### config.mk
export PLATFORM = sky130hd
export DESIGN_NAME = pwm_cm_ctrl
export DESIGN_NICKNAME = d
export VERILOG_FILES = /design/src/rtl/pwm_cm_pkg.sv /design/src/rtl/pwm_cm_sync.sv /design/src/rtl/pwm_cm_osc.sv /design/src/rtl/pwm_cm_gate.sv /design/src/rtl/pwm_cm_ctrl.sv
export SDC_FILE = /design/constraint.sdc
export NUM_CORES = 1
export LEC_CHECK = 0
export ABC_AREA = 1
export BUFFER_PORTS_ARGS = -buffer_cell sky130_fd_sc_hd__buf_2
export CAP_MARGIN = 10
export CORE_ASPECT_RATIO = 1.1
export CORE_MARGIN = 2
export CORE_UTILIZATION = 44
export CTS_BUF_LIST = sky130_fd_sc_hd__clkbuf_4 sky130_fd_sc_hd__clkbuf_8
export CTS_CLUSTER_SIZE = 14
export DETAILED_ROUTE_END_ITERATION = 6
export GPL_TIMING_DRIVEN = 0
export SLEW_MARGIN = 20
export SYNTH_ARGS = -nofsm -noshare
export SYNTH_HDL_FRONTEND = slang
export SYNTH_SLANG_ARGS = --single-unit
### constraint.sdc
create_clock -name clk -period 2.7 [get_ports clk]
set_input_delay 0.27 -clock clk [delete_from_list [all_inputs] [get_ports clk]]
set_output_delay 0.27 -clock clk [all_outputs]
set_load 0.005 [all_outputs]
### src/rtl/pwm_cm_pkg.sv
package pwm_cm_pkg;

  typedef enum logic [1:0] {
    END_NONE  = 2'd0,
    END_TRIP  = 2'd1,
    END_LIMIT = 2'd2,
    END_DUTY  = 2'd3
  } end_cause_e;

endpackage

### src/rtl/pwm_cm_sync.sv
module pwm_cm_sync #(
  parameter int         STAGES  = 2,
  parameter logic       RST_VAL = 1'b0
) (
  input  logic clk,
  input  logic rst_n,
  input  logic d_i,
  output logic q_o
);

  logic [STAGES-1:0] chain_q;
  logic [STAGES-1:0] chain_d;

  generate
    if (STAGES == 1) begin : g_one
      always_comb chain_d = d_i;
    end else begin : g_many
      always_comb chain_d = {chain_q[STAGES-2:0], d_i};
    end
  endgenerate

  always_ff @(posedge clk or negedge rst_n) begin
    if (!rst_n) begin
      chain_q <= {STAGES{RST_VAL}};
    end else begin
      chain_q <= chain_d;
    end
  end

  assign q_o = chain_q[STAGES-1];

endmodule

### src/rtl/pwm_cm_osc.sv
module pwm_cm_osc #(
  parameter int PERIOD_CYC = 100,
  parameter int CHARGE_CYC = 85,
  localparam int CW = (PERIOD_CYC > 1) ? $clog2(PERIOD_CYC) : 1
) (
  input  logic          clk,
  input  logic          rst_n,
  output logic [CW-1:0] phase_o,
  output logic          wrap_o,
  output logic          duty_end_o
);

  localparam logic [CW-1:0] LAST_PH   = CW'(PERIOD_CYC - 1);
  localparam logic [CW-1:0] CHG_LAST  = CW'(CHARGE_CYC - 1);

  logic [CW-1:0] cnt_q;
  logic [CW-1:0] cnt_d;
  logic          wrap;

  assign wrap = (cnt_q == LAST_PH);

  always_comb begin
    if (wrap) begin
      cnt_d = '0;
    end else begin
      cnt_d = cnt_q + CW'(1);
    end
  end

  always_ff @(posedge clk or negedge rst_n) begin
    if (!rst_n) begin
      cnt_q <= '0;
    end else begin
      cnt_q <= cnt_d;
    end
  end

  assign phase_o    = cnt_q;
  assign wrap_o     = wrap;
  assign duty_end_o = (cnt_q == CHG_LAST);

endmodule

### src/rtl/pwm_cm_gate.sv
module pwm_cm_gate
  import pwm_cm_pkg::*;
(
  input  logic       clk,
  input  logic       rst_n,
  input  logic       wrap_i,
  input  logic       duty_end_i,
  input  logic       dis_i,
  input  logic       sel_i,
  input  logic       cs_trip_i,
  input  logic       ilim_i,
  output logic       gate_o,
  output logic       fb_sel_o,
  output logic [1:0] status_o
);

  logic       gate_q,  gate_d;
  logic       sel_q,   sel_d;
  end_cause_e cur_q,   cur_d;
  end_cause_e last_q,  last_d;
  logic       last_en;

  // gate behaves as a set/reset latch: set only at a period boundary
  always_comb begin
    gate_d = gate_q;
    if (dis_i) begin
      gate_d = 1'b0;
    end else if (wrap_i) begin
      gate_d = 1'b1;
    end else if (gate_q && (cs_trip_i || ilim_i)) begin
      gate_d = 1'b0;
    end else if (gate_q && duty_end_i) begin
      gate_d = 1'b0;
    end
  end

  // cause of the running period's turn-off
  always_comb begin
    cur_d = cur_q;
    if (wrap_i) begin
      cur_d = END_NONE;
    end else if (dis_i) begin
      cur_d = END_NONE;
    end else if (gate_q && ilim_i) begin
      cur_d = END_LIMIT;
    end else if (gate_q && cs_trip_i) begin
      cur_d = END_TRIP;
    end else if (gate_q && duty_end_i) begin
      cur_d = END_DUTY;
    end
  end

  assign last_en = wrap_i;
  assign last_d  = cur_q;
  assign sel_d   = sel_i;

  always_ff @(posedge clk or negedge rst_n) begin
    if (!rst_n) begin
      gate_q <= 1'b0;
      cur_q  <= END_NONE;
    end else begin
      gate_q <= gate_d;
      cur_q  <= cur_d;
    end
  end

  always_ff @(posedge clk or negedge rst_n) begin
    if (!rst_n) begin
      last_q <= END_NONE;
      sel_q  <= 1'b1;
    end else if (last_en) begin
      last_q <= last_d;
      sel_q  <= sel_d;
    end
  end

  assign gate_o   = gate_q;
  assign fb_sel_o = sel_q;
  assign status_o = last_q;

endmodule

### src/rtl/pwm_cm_ctrl.sv
module pwm_cm_ctrl #(
  parameter int PERIOD_CYC  = 100,
  parameter int CHARGE_CYC  = 85,
  parameter int SYNC_STAGES = 2
) (
  input  logic       clk,
  input  logic       rst_n,
  input  logic       shdn_i,
  input  logic       sel_i,
  input  logic       cs_trip_i,
  input  logic       ilim_i,
  output logic       gate_o,
  output logic       fb_sel_o,
  output logic [1:0] status_o
);

  localparam int CW = (PERIOD_CYC > 1) ? $clog2(PERIOD_CYC) : 1;

  logic [CW-1:0] osc_phase;
  logic          osc_wrap;
  logic          osc_duty_end;
  logic          shdn_sync;
  logic          sel_sync;

  pwm_cm_osc #(
    .PERIOD_CYC (PERIOD_CYC),
    .CHARGE_CYC (CHARGE_CYC)
  ) u_osc (
    .clk        (clk),
    .rst_n      (rst_n),
    .phase_o    (osc_phase),
    .wrap_o     (osc_wrap),
    .duty_end_o (osc_duty_end)
  );

  pwm_cm_sync #(
    .STAGES  (SYNC_STAGES),
    .RST_VAL (1'b1)
  ) u_sync_shdn (
    .clk   (clk),
    .rst_n (rst_n),
    .d_i   (shdn_i),
    .q_o   (shdn_sync)
  );

  pwm_cm_sync #(
    .STAGES  (SYNC_STAGES),
    .RST_VAL (1'b1)
  ) u_sync_sel (
    .clk   (clk),
    .rst_n (rst_n),
    .d_i   (sel_i),
    .q_o   (sel_sync)
  );

  pwm_cm_gate u_gate (
    .clk        (clk),
    .rst_n      (rst_n),
    .wrap_i     (osc_wrap),
    .duty_end_i (osc_duty_end),
    .dis_i      (shdn_sync),
    .sel_i      (sel_sync),
    .cs_trip_i  (cs_trip_i),
    .ilim_i     (ilim_i),
    .gate_o     (gate_o),
    .fb_sel_o   (fb_sel_o),
    .status_o   (status_o)
  );

endmodule

After elaboration in Yosys (flattened, before gate mapping)
Index checks and enable logic that the tools add are counted.
{"block": "totals", "register_bits": 17, "latch_bits": 0, "mem_bits_rw": 0, "romBits": 0, "inputBits": 6, "out_inout_bits": 4, "elab_cells": 27, "n_memories": 0}
{"block": "classes", "addsub": 1, "n_mul": 0, "n_div": 0, "magnitude_cmp": 0, "n_eq_ne": 2, "shift": 0, "n_mux": 10, "n_bitwise": 0, "reduce_logical": 7}
{"op": "7-bit equality test (second input constant)", "count": 2}
{"op": "2-bit two-way mux", "count": 5}
{"op": "7-bit by 1-bit adder with 7-bit output (second input constant)", "count": 1}
{"op": "7-bit two-way mux", "count": 1}
{"op": "5-bit nonzero test", "count": 1}
{"op": "1-bit logical AND", "count": 4}
{"op": "1-bit two-way mux", "count": 4}
{"op": "4-bit nonzero test", "count": 1}
{"op": "1-bit logical OR", "count": 1}

Depth between registers and ports, before layout
Gate-level depths: netlist of the first run.
{"block": "logic_depth", "ltp_word": 7, "mapped_depth": 8, "depth_no_buf": 8}

By module
A second synthesis of the first run with hierarchy kept.
{"block": "hier_totals", "cells_unflattened": 79, "area_unflattened_um2": 744.5}
{"mod": "pwm_cm_osc", "n_inst": 1, "cells_each": 45, "area_each_um2": 365.4, "seq_area_each_um2": 175.2}
{"mod": "pwm_cm_gate", "n_inst": 1, "cells_each": 30, "area_each_um2": 274.0, "seq_area_each_um2": 151.4}
{"mod": "pwm_cm_sync", "n_inst": 2, "cells_each": 2, "area_each_um2": 52.6, "seq_area_each_um2": 52.6}

Worst setup path after synthesis of the first run
OpenSTA, ideal clock, no wires.
{"block": "synth_path", "kind": "register -> register", "startpoint": "reg u_osc.cnt_q[0] (netlist: u_osc.phase_o[0])", "endpoint": "reg u_osc.cnt_q[6] (netlist: u_osc.phase_o[6])", "setup_ps": 118, "arrival_time_ps": 1058, "t_required_ps": 2582, "slack_ps": 1524, "stages_incl_launch_ff": 8, "n_path_buf": 0, "period_less_slack_ps": 1176, "cell_sequence": "dfrtp_1 > ha_1 > nand2_1 > inv_2 > nand3_1 > inv_1 > a21oi_1 > nor2_1"}
{"block": "synth_between", "elab_chain_len": 2, "word_cells_on_any_way": 3, "cone_classes": "1 x add/sub; 1 x eq/ne; 1 x mux"}
{"element": "start: declaration", "line": "pwm_cm_osc.sv:16", "source": "logic [CW-1:0] cnt_q;"}
{"element": "start signal: assignment", "line": "pwm_cm_osc.sv:34", "source": "cnt_q <= cnt_d;"}
{"element": "7-bit by 1-bit adder with 7-bit output or 7-bit equality test (tied branches)", "line": "pwm_cm_osc.sv:26, pwm_cm_osc.sv:20"}
{"element": "7-bit two-way mux (*)", "line": "pwm_cm_osc.sv:23", "source": "if (wrap) begin"}
{"element": "net u_osc.cnt_d[6]", "line": "pwm_cm_osc.sv:17", "source": "logic [CW-1:0] cnt_d;"}
Mark *: on every way through the listed nets, which the timed path passes. The rest lies on a longest branch.
A chain may end at the register's enable or synchronous reset.

Worst setup path after layout of the first run
Ends and elaborated chain as after synthesis.

==> results.md, run 1 <==
- Status: finished clean
- Most common cell after layout, fill and taps aside: sky130_fd_sc_hd__nand2_1
- Skew-Pair Late Insertion Delay: 300 ps
- Flop and latch count out of synthesis: 17
- Average cell area after synthesis: 9.07 sq um
- Leakage power summed over all cells: 0.514 nW
- Highest clock frequency the design can meet: 799 MHz
- Clock Path Buffers: 2
- Hold crit path type: input pin to register
- Number of DRC markers after the initial detailed-route iteration: 3
- Peak ir drop on the vdd network: 0.322 mV
- Setup crit start: u_osc.phase_o[0]$_DFF_PN0_
- Via-per-instance ratio: 4.86
- Count of unique library cells instantiated by Yosys: 20
- Standard-cell row count: 16
- Layout cells sized above 1: 26.7%
- Die Span X: 44.4 um
- Detailed-route wire length: 1.27 mm
- Count of input and output buffers: 9
- Data required, critical path: 2900 ps
- Antenna violation net count after detailed routing: 0
- Maximum number of pins on one net before global-route repair: 18
- Die Height: 48.4 um
- Number of remaining DRC errors: 0
- FF-to-FF path depth: 7
- Share of the yosys chip area belonging to registers: 54.7%
- Post-CTS clock slew at the launch and capture registers of the worst setup and hold paths: 100 ps
- Worst setup endpoint: u_osc.phase_o[6]$_DFF_PN0_
- Synthesized area: 790 sq um
- Count of endpoints failing hold in the final timing report: 0
- Residual overflow from global routing: 0
- Number of vias in the routed layout: 578
- Max Cap Violations: 0
- Area of the die: 2150 sq um
- Overall Global Routing Usage: 14.8%
- Initial antenna violation count: 0
- Clock Tree Root: sky130_fd_sc_hd__clkbuf_4
- Count of filler cells inserted in the layout: 180
- Slowest-stage cell, CP: sky130_fd_sc_hd__dfrtp_1
- Setup repair after global routing missed its margin: no
- Vias in the first global route: 563
- Drt pass-1 iters: 4
- Starting utilization of the core area: 45.3%
- Arr. time, crit path: 1450 ps
- Half-perimeter wire length of the detailed placement result: 936 um
- Critical Path End Type: register
- Worst path setup slack after routing: 1450 ps
- Most frequent cells in the layout: 26 x sky130_fd_sc_hd__nand2_1, 12 x sky130_fd_sc_hd__dfrtp_1, 11 x sky130_fd_sc_hd__inv_1
- Beginning of the worst register-to-register path: u_osc.phase_o[0]$_DFF_PN0_
- Max-slew headroom at the worst pin: 74.8%
- Gpl congestion: 0.754
- Critical setup path kind: register to register
- Sw power: 92.8 uW
- Register share of total power: 63.4%
- Routed WL per cell: 10.7 um
- Number of sinks handled by clock tree synthesis: 17
- Setup TNS: 0 ps
- Post-synthesis cell count: 87
- Worst Setup Slack post-DPL: 1450 ps
- Yosys warns: 0
- Power Dens Cells: 464 nW/um^2
- Critical path, cell by cell: ha_1 > nand2_1 > inv_2 > nand3_1 > inv_1 > a21oi_1 > nor2_1
- Time the worst path needs with I/O delays and setup: 1250 ps
- Wire length of the first global-routing pass: 2.26 mm
- Fraction of power spent switching nets: 22.4%
- Net count reported at finish: 110
- Placeable Area: 1740 sq um
- Overall power after layout: 415 uW
- Ports: 10
- Tcrit/Tclk final: 46.3%
- Cell Int Power: 322 uW
- Capture point of the worst reg-to-reg path: u_osc.phase_o[6]$_DFF_PN0_
- CP peak stage delay: 420 ps
- Worst-case clock skew: 7.57 ps
- Final Max Slew Viols: 0
- Largest fanout on the critical path: 4
- Share of power burned in combinational logic: 3.4%
- Critical Path Source Type: register
- CTS-repair resized insts: 0
- Area delta synth->final: 13.3%
- # setup viols final: 0
- R2R Setup Slk: 1450 ps
- Slew at the pin closest to its max-slew limit: 379 ps
- H-Tree Level Count: 1
- Number of nets in the synthesized netlist: 95
- Power share of the clock group: 33.1%
- Number of antenna cells inserted: 0
- CTS tree: done
- CTS Buf Count: 3
-- worst min path at each step --
stage          slack [ps]  depth (start not counted)                         endpoint  startpoint
6_report               60                          1  u_sync_sel.chain_q[0]$_DFF_PN1_       sel_i
5_1_grt                50                          1  u_sync_sel.chain_q[0]$_DFF_PN1_       sel_i
4_1_cts                40                          1  u_sync_sel.chain_q[0]$_DFF_PN1_       sel_i
3_5_place_dp          210                          1       u_osc.phase_o[4]$_DFF_PN0_       rst_n
3_3_place_gp          210                          1       u_osc.phase_o[4]$_DFF_PN0_       rst_n
2_1_floorplan         -30                          0      u_gate.cur_q[0]$_DFFE_PN0P_       rst_n
-- state kept, by name (all words and copies together), names as in the netlist --
| name | count |
|---|---|
| u_sync_sel.chain_q | 2 |
| u_gate.gate_o | 1 |
| u_gate.status_o | 2 |
| u_gate.fb_sel_o | 1 |
| u_sync_shdn.chain_q | 2 |
| u_osc.phase_o | 7 |
| u_gate.cur_q | 2 |
-- layout make-up --
type                    instances  area (sq um)  share of cell area [%]
multi-input cells              57           307                    34.3
clock inverters                 1          5.00                   0.559
repair buffers                 10          55.1                    6.15
flip-flops and latches         17           432                    48.3
inverters                      13          51.3                    5.73
well taps                      18          22.5                    2.52
clock buffers                   3          22.5                    2.52
-- critical path, delay by kind of cell, from the launching register on --
| family | cells | cell delay, ps |
|---|---|---|
| flip-flops | 1 | 420 |
| adder cells (fa/ha/maj) | 1 | 260 |
| AND/OR/NAND/NOR | 3 | 260 |
| AO/OA/AOI/OAI | 1 | 110 |
| buffers and inverters | 2 | 100 |
-- stage by stage --
step | instances | hold WS (ps) | utilization [%] | area (sq um)
after floorplan | 87 | -25.6 | - | 790
after global placement | 114 | 211 | 49.2 | 857
after detailed placement | 114 | 214 | 49.2 | 857
after CTS | 119 | 43.5 | 51.4 | 895
after global routing | 119 | 46.5 | 51.4 | 895
final | 119 | 57.1 | 51.4 | 895
-- Yosys cell counts --
cell                       n  area [sq um]
sky130_fd_sc_hd__o21ai_2   1          8.76
sky130_fd_sc_hd__nand3_2   1          10.0
sky130_fd_sc_hd__nor2_2    2          12.5
sky130_fd_sc_hd__nor2_8    1          20.0
sky130_fd_sc_hd__xor2_1    1          8.76
sky130_fd_sc_hd__inv_2     1          3.75
sky130_fd_sc_hd__ha_1      2          25.0
sky130_fd_sc_hd__dfrtp_1  12           300
sky130_fd_sc_hd__nand2_1  26          97.6
sky130_fd_sc_hd__nand3_4   1          17.5
sky130_fd_sc_hd__nor2_1    8          30.0
sky130_fd_sc_hd__dfstp_2   5           131
sky130_fd_sc_hd__inv_1    11          41.3
sky130_fd_sc_hd__a21oi_1   4          20.0
sky130_fd_sc_hd__nor3_1    1          5.00
sky130_fd_sc_hd__inv_4     1          6.26
sky130_fd_sc_hd__o21ai_0   1          5.00
sky130_fd_sc_hd__nand3_1   6          30.0
sky130_fd_sc_hd__o21ai_1   1          5.00
sky130_fd_sc_hd__nand2_4   1          11.3
-- cells by family after synthesis --
| logic type | count (synthesis) | share of synthesized area, % |
|---|---|---|
| AO/OA/AOI/OAI | 7 | 4.91 |
| XOR/XNOR | 1 | 1.11 |
| adder cells (fa/ha/maj) | 2 | 3.17 |
| buffers and inverters | 13 | 6.50 |
| flip-flops | 17 | 54.7 |
| AND/OR/NAND/NOR | 47 | 29.6 |
-- per-layer routing --
metal,up-vias,routed length [um],global-route usage [%]
met5,-,0,0
met4,0,45,12.1
met3,4,34,2.24
met2,8,631,23.3
met1,271,557,17.0
li1,295,-,-
-- repair_timing --
item,in CTS,in global routing
buffers inserted,0,0
endpoints found under the hold margin,12,0
hold buffers,1,0
-- power groups by stage --
stage	Clock (mW)	Sequential (mW)	Combinational, mW
floorplan	0	0.267	0.00439
global placement	0	0.268	0.0135
detailed placement	0	0.268	0.0139
CTS	0.147	0.263	0.0150
global route	0.153	0.264	0.0169
finish	0.137	0.263	0.0143
Note: power is estimated with default switching activity, not from simulation.
==> run 2, diff against run 1 <==
Settings changed: ABC_AREA 1 to 0, PLACE_DENSITY from default to 0.66.
Clock period 2.7 ns to 1.1 ns, I/O delays scaled along.
==> run 2 against run 1 <==
The run now ends with setup timing left. Via count down 7.6%. First-iteration DRC count unchanged. Sequential power up 140%. Critical path type unchanged. Synthesized cell count down 30%. Largest power group unchanged. Flip-flop and latch count unchanged. Highest routed layer unchanged. Final cell count down 15%. Clock skew about the same.
==> results.md, run 2 <==
- Cell types occupying the most area after synthesis: sky130_fd_sc_hd__dfrtp_1 38%, sky130_fd_sc_hd__dfstp_2 17%, sky130_fd_sc_hd__mux2_4 5.7%
- Residual overflow from global routing: 0 (unchanged)
- Peak ir drop on the vdd network: 0.715 mV (+120%)
- Share of Yosys cell area claimed by the top area cell type: 38.2% (+0.12 points)
- CTS Buf Count: 3 (unchanged)
- CP peak stage delay: 420 ps (about the same)
- Skew-Pair Late Insertion Delay: 290 ps (about the same)
- Critical setup path kind: register to register
- Synth cell count leaders: 12 x sky130_fd_sc_hd__dfrtp_1, 5 x sky130_fd_sc_hd__dfstp_2, 5 x sky130_fd_sc_hd__nand3_1
- Die Height: 48.4 um (-0.14%)
- Dominant register cell in the synthesized netlist: sky130_fd_sc_hd__dfrtp_1
- Slowest-stage cell, CP: sky130_fd_sc_hd__dfrtp_1
- Critical Path End Type: register
- Ports: 10 (unchanged)
- Vias in the first global route: 546 (-3.0%)
- Routed WL per cell: 13.1 um (+23%)
- Failing checks: setup timing
- Initial antenna violation count: 0 (unchanged)
- # setup viols final: 10 (+10)
- Via-per-instance ratio: 5.29 (+8.9%)
- Clock Tree Root: sky130_fd_sc_hd__clkbuf_4
- Max-slew headroom at the worst pin: 74.7% (-0.078 points)
- Slew at the pin closest to its max-slew limit: 380 ps (+1.17 ps)
- Overall Global Routing Usage: 14.3% (-0.47 points)
- Drt pass-1 iters: 3 (-1)
- Layout cells sized above 1: 50.6% (+24 points)
- Gpl congestion: 0.675 (-10%)
- Yosys warns: 0 (unchanged)
- Number of nets in the synthesized netlist: 69 (-27%)
- Arr. time, crit path: 1540 ps (+90 ps)
- Standard-cell row count: 16 (unchanged)
- Average cell area after synthesis: 12.9 sq um (+42%)
- Largest register FFs: 7 (unchanged)
- Critical Path Source Type: register
- Final core utilization: 57.7% (+6.3 points)
- CP most frequent cell: sky130_fd_sc_hd__nand2b_4
- Antenna violation net count after detailed routing: 0 (unchanged)
- Clock Path Buffers: 2 (unchanged)
- Wire length of the first global-routing pass: 2.26 mm (unchanged)
- Setup TNS: -1790 ps (-1790 ps)
- Number of remaining DRC errors: 0 (unchanged)
- Worst Setup Slack post-DPL: -284 ps (-1740 ps)
- Data required, critical path: 1280 ps (-1620 ps)
- Post-synthesis async set-or-reset flop share: 100% (unchanged)
- Leakage power summed over all cells: 0.440 nW (-14%)
- Post-synth EDFFs: 0 (unchanged)
- Maximum number of pins on one net before global-route repair: 18 (unchanged)
- Highest clock frequency the design can meet: 734 MHz (-8.2%)
- Flop and latch count out of synthesis: 17 (unchanged)
- Most common cell after layout, fill and taps aside: sky130_fd_sc_hd__dfrtp_1
- Final Max Slew Viols: 0 (unchanged)
- Post-synth top area cell: sky130_fd_sc_hd__dfrtp_1
- Setup repair after global routing missed its margin: yes
- Number of vias in the routed layout: 534 (-7.6%)
- Placeable Area: 1740 sq um (unchanged)
- Status: finished, violations left
- Count of endpoints failing hold in the final timing report: 0 (unchanged)
- Power Dens Cells: 993 nW/um^2 (+110%)
- Number of sinks handled by clock tree synthesis: 17 (unchanged)
- Worst path setup slack after routing: -262 ps (-1710 ps)
- CTS tree: done
- Overall power after layout: 998 uW (+140%)
- Max Cap Violations: 0 (unchanged)
- H-Tree Level Count: 1 (unchanged)
- Count of filler cells inserted in the layout: 153 (-15%)
- Top-count cell post-synth: sky130_fd_sc_hd__dfrtp_1
- Largest fanout on the critical path: 6 (+2)
- Post-placement cell area: 873 sq um (+1.9%)
- Starting utilization of the core area: 45.2% (-0.14 points)
- Die Span X: 44.3 um (-0.15%)
- Most frequent cells in the layout: 11 x sky130_fd_sc_hd__dfrtp_1, 9 x sky130_fd_sc_hd__buf_2, 6 x sky130_fd_sc_hd__buf_4
- Count of input and output buffers: 9 (unchanged)
- Share of the yosys chip area belonging to registers: 54.8% (+0.17 points)
- Critical path, cell by cell: ha_2 > nand2b_4 > nand2b_4 > mux2_4
- Largest delay contributor family on the critical path: flip-flops
- Synthesized area: 787 sq um (-0.32%)
- Worst-case clock skew: 7.49 ps (-0.0776 ps)
- Tcrit/Tclk final: 124% (+78 points)
- Hold crit path type: input pin to register
- Post-synthesis cell count: 61 (-30%)
- Area delta synth->final: 27.7%
- Number of antenna cells inserted: 0 (unchanged)
- Time the worst path needs with I/O delays and setup: 1360 ps (+111 ps)
- Net count reported at finish: 92 (-16%)
- Area of the die: 2140 sq um (-0.29%)
- Number of DRC markers after the initial detailed-route iteration: 3 (unchanged)
- Post-CTS clock slew at the launch and capture registers of the worst setup and hold paths: 100 ps (about the same)
- Detailed-route wire length: 1.32 mm (+4.2%)
- Number of buffer and inverter instances along the worst setup path: 0 (-2)
- Half-perimeter wire length of the detailed placement result: 855 um (-8.7%)
- Cell area after layout: 1000 sq um (+12%)
- Count of unique library cells instantiated by Yosys: 31 (+55%)
-- run 2: per-stage QoR --
step / hold slack, ps / cells
3_3_place_gp: 44.5 / 88
6_report: 39.1 / 101
4_1_cts: 21.2 / 99
2_1_floorplan: -186 / 61
3_5_place_dp: 52.3 / 88
5_1_grt: 31.2 / 101
-- run 2: repair_timing --
item,4_1_cts,5_1_grt
hold endpoints to repair,14,0
hold buffers,3,0
pin swaps,1,4
buffers inserted,4,4
gates resized for setup,3,6
setup endpoints to repair,10,11
-- run 2: kinds of logic (layout without fill, tap and decap cells) --
| group | count (synthesis) | in the layout | share of synthesized area (%) |
|---|---|---|---|
| adder cells (fa/ha/maj) | 2 | 2 | 3.18 |
| AND/OR/NAND/NOR | 23 | 23 | 21.1 |
| AO/OA/AOI/OAI | 10 | 10 | 9.86 |
| buffers and inverters | 4 | 26 | 3.02 |
| XOR/XNOR | 2 | 2 | 2.23 |
| multiplexers | 3 | 3 | 5.72 |
| flip-flops | 17 | 17 | 54.8 |
-- run 2: worst reg2reg max path, delay by kind of cell (launching register included) --
| kind | cells | cell delay [ps] |
|---|---|---|
| flip-flops | 1 | 420 |
| multiplexers | 1 | 300 |
| adder cells (fa/ha/maj) | 1 | 280 |
| AND/OR/NAND/NOR | 2 | 260 |
-- run 2: final timing paths --
kind | from | end | slack (ps) | cells past startpoint
setup / recovery | u_osc.phase_o[0]$_DFF_PN0_ | u_gate.status_o[1]$_DFFE_PN0N_ | -260 | 4
hold / removal | ilim_i | u_gate.cur_q[0]$_DFFE_PN0P_ | 40 | 2
setup reg to reg | u_osc.phase_o[0]$_DFF_PN0_ | u_gate.status_o[1]$_DFFE_PN0N_ | -260 | 4
hold reg to reg | u_sync_sel.chain_q[0]$_DFF_PN1_ | u_sync_sel.chain_q[1]$_DFF_PN1_ | 360 | 0
max in group asynchronous | rst_n | u_sync_shdn.chain_q[1]$_DFF_PN1_ | 520 | 2
min in group asynchronous | rst_n | u_osc.phase_o[2]$_DFF_PN0_ | 260 | 2
-- run 2: final cells by class --
cell class	instances	area, sq um	share of cell area [%]
clock inverter	1	5.00	0.498
timing repair buffer	19	131	13.1
buffer	1	11.3	1.12
inverter	2	7.51	0.747
sequential	17	433	43.1
multi-input combinational	40	372	37.0
tap	18	22.5	2.24
clock buffer	3	22.5	2.24
-- run 2: power breakdown --
part           switching [mW]  internal [mW]
combinational          0.0180         0.0151
clock                   0.188          0.135
sequential            0.00362          0.638
-- run 2: layer usage --
metal  vias to the layer above  part of all wire [%]  GRT usage, %
met4                         0                  0.98          10.1
met1                       257                    45          16.9
met5                         -                     0             0
met3                         2                   2.1          2.24
li1                        270                     -             -
met2                         5                    52          22.8
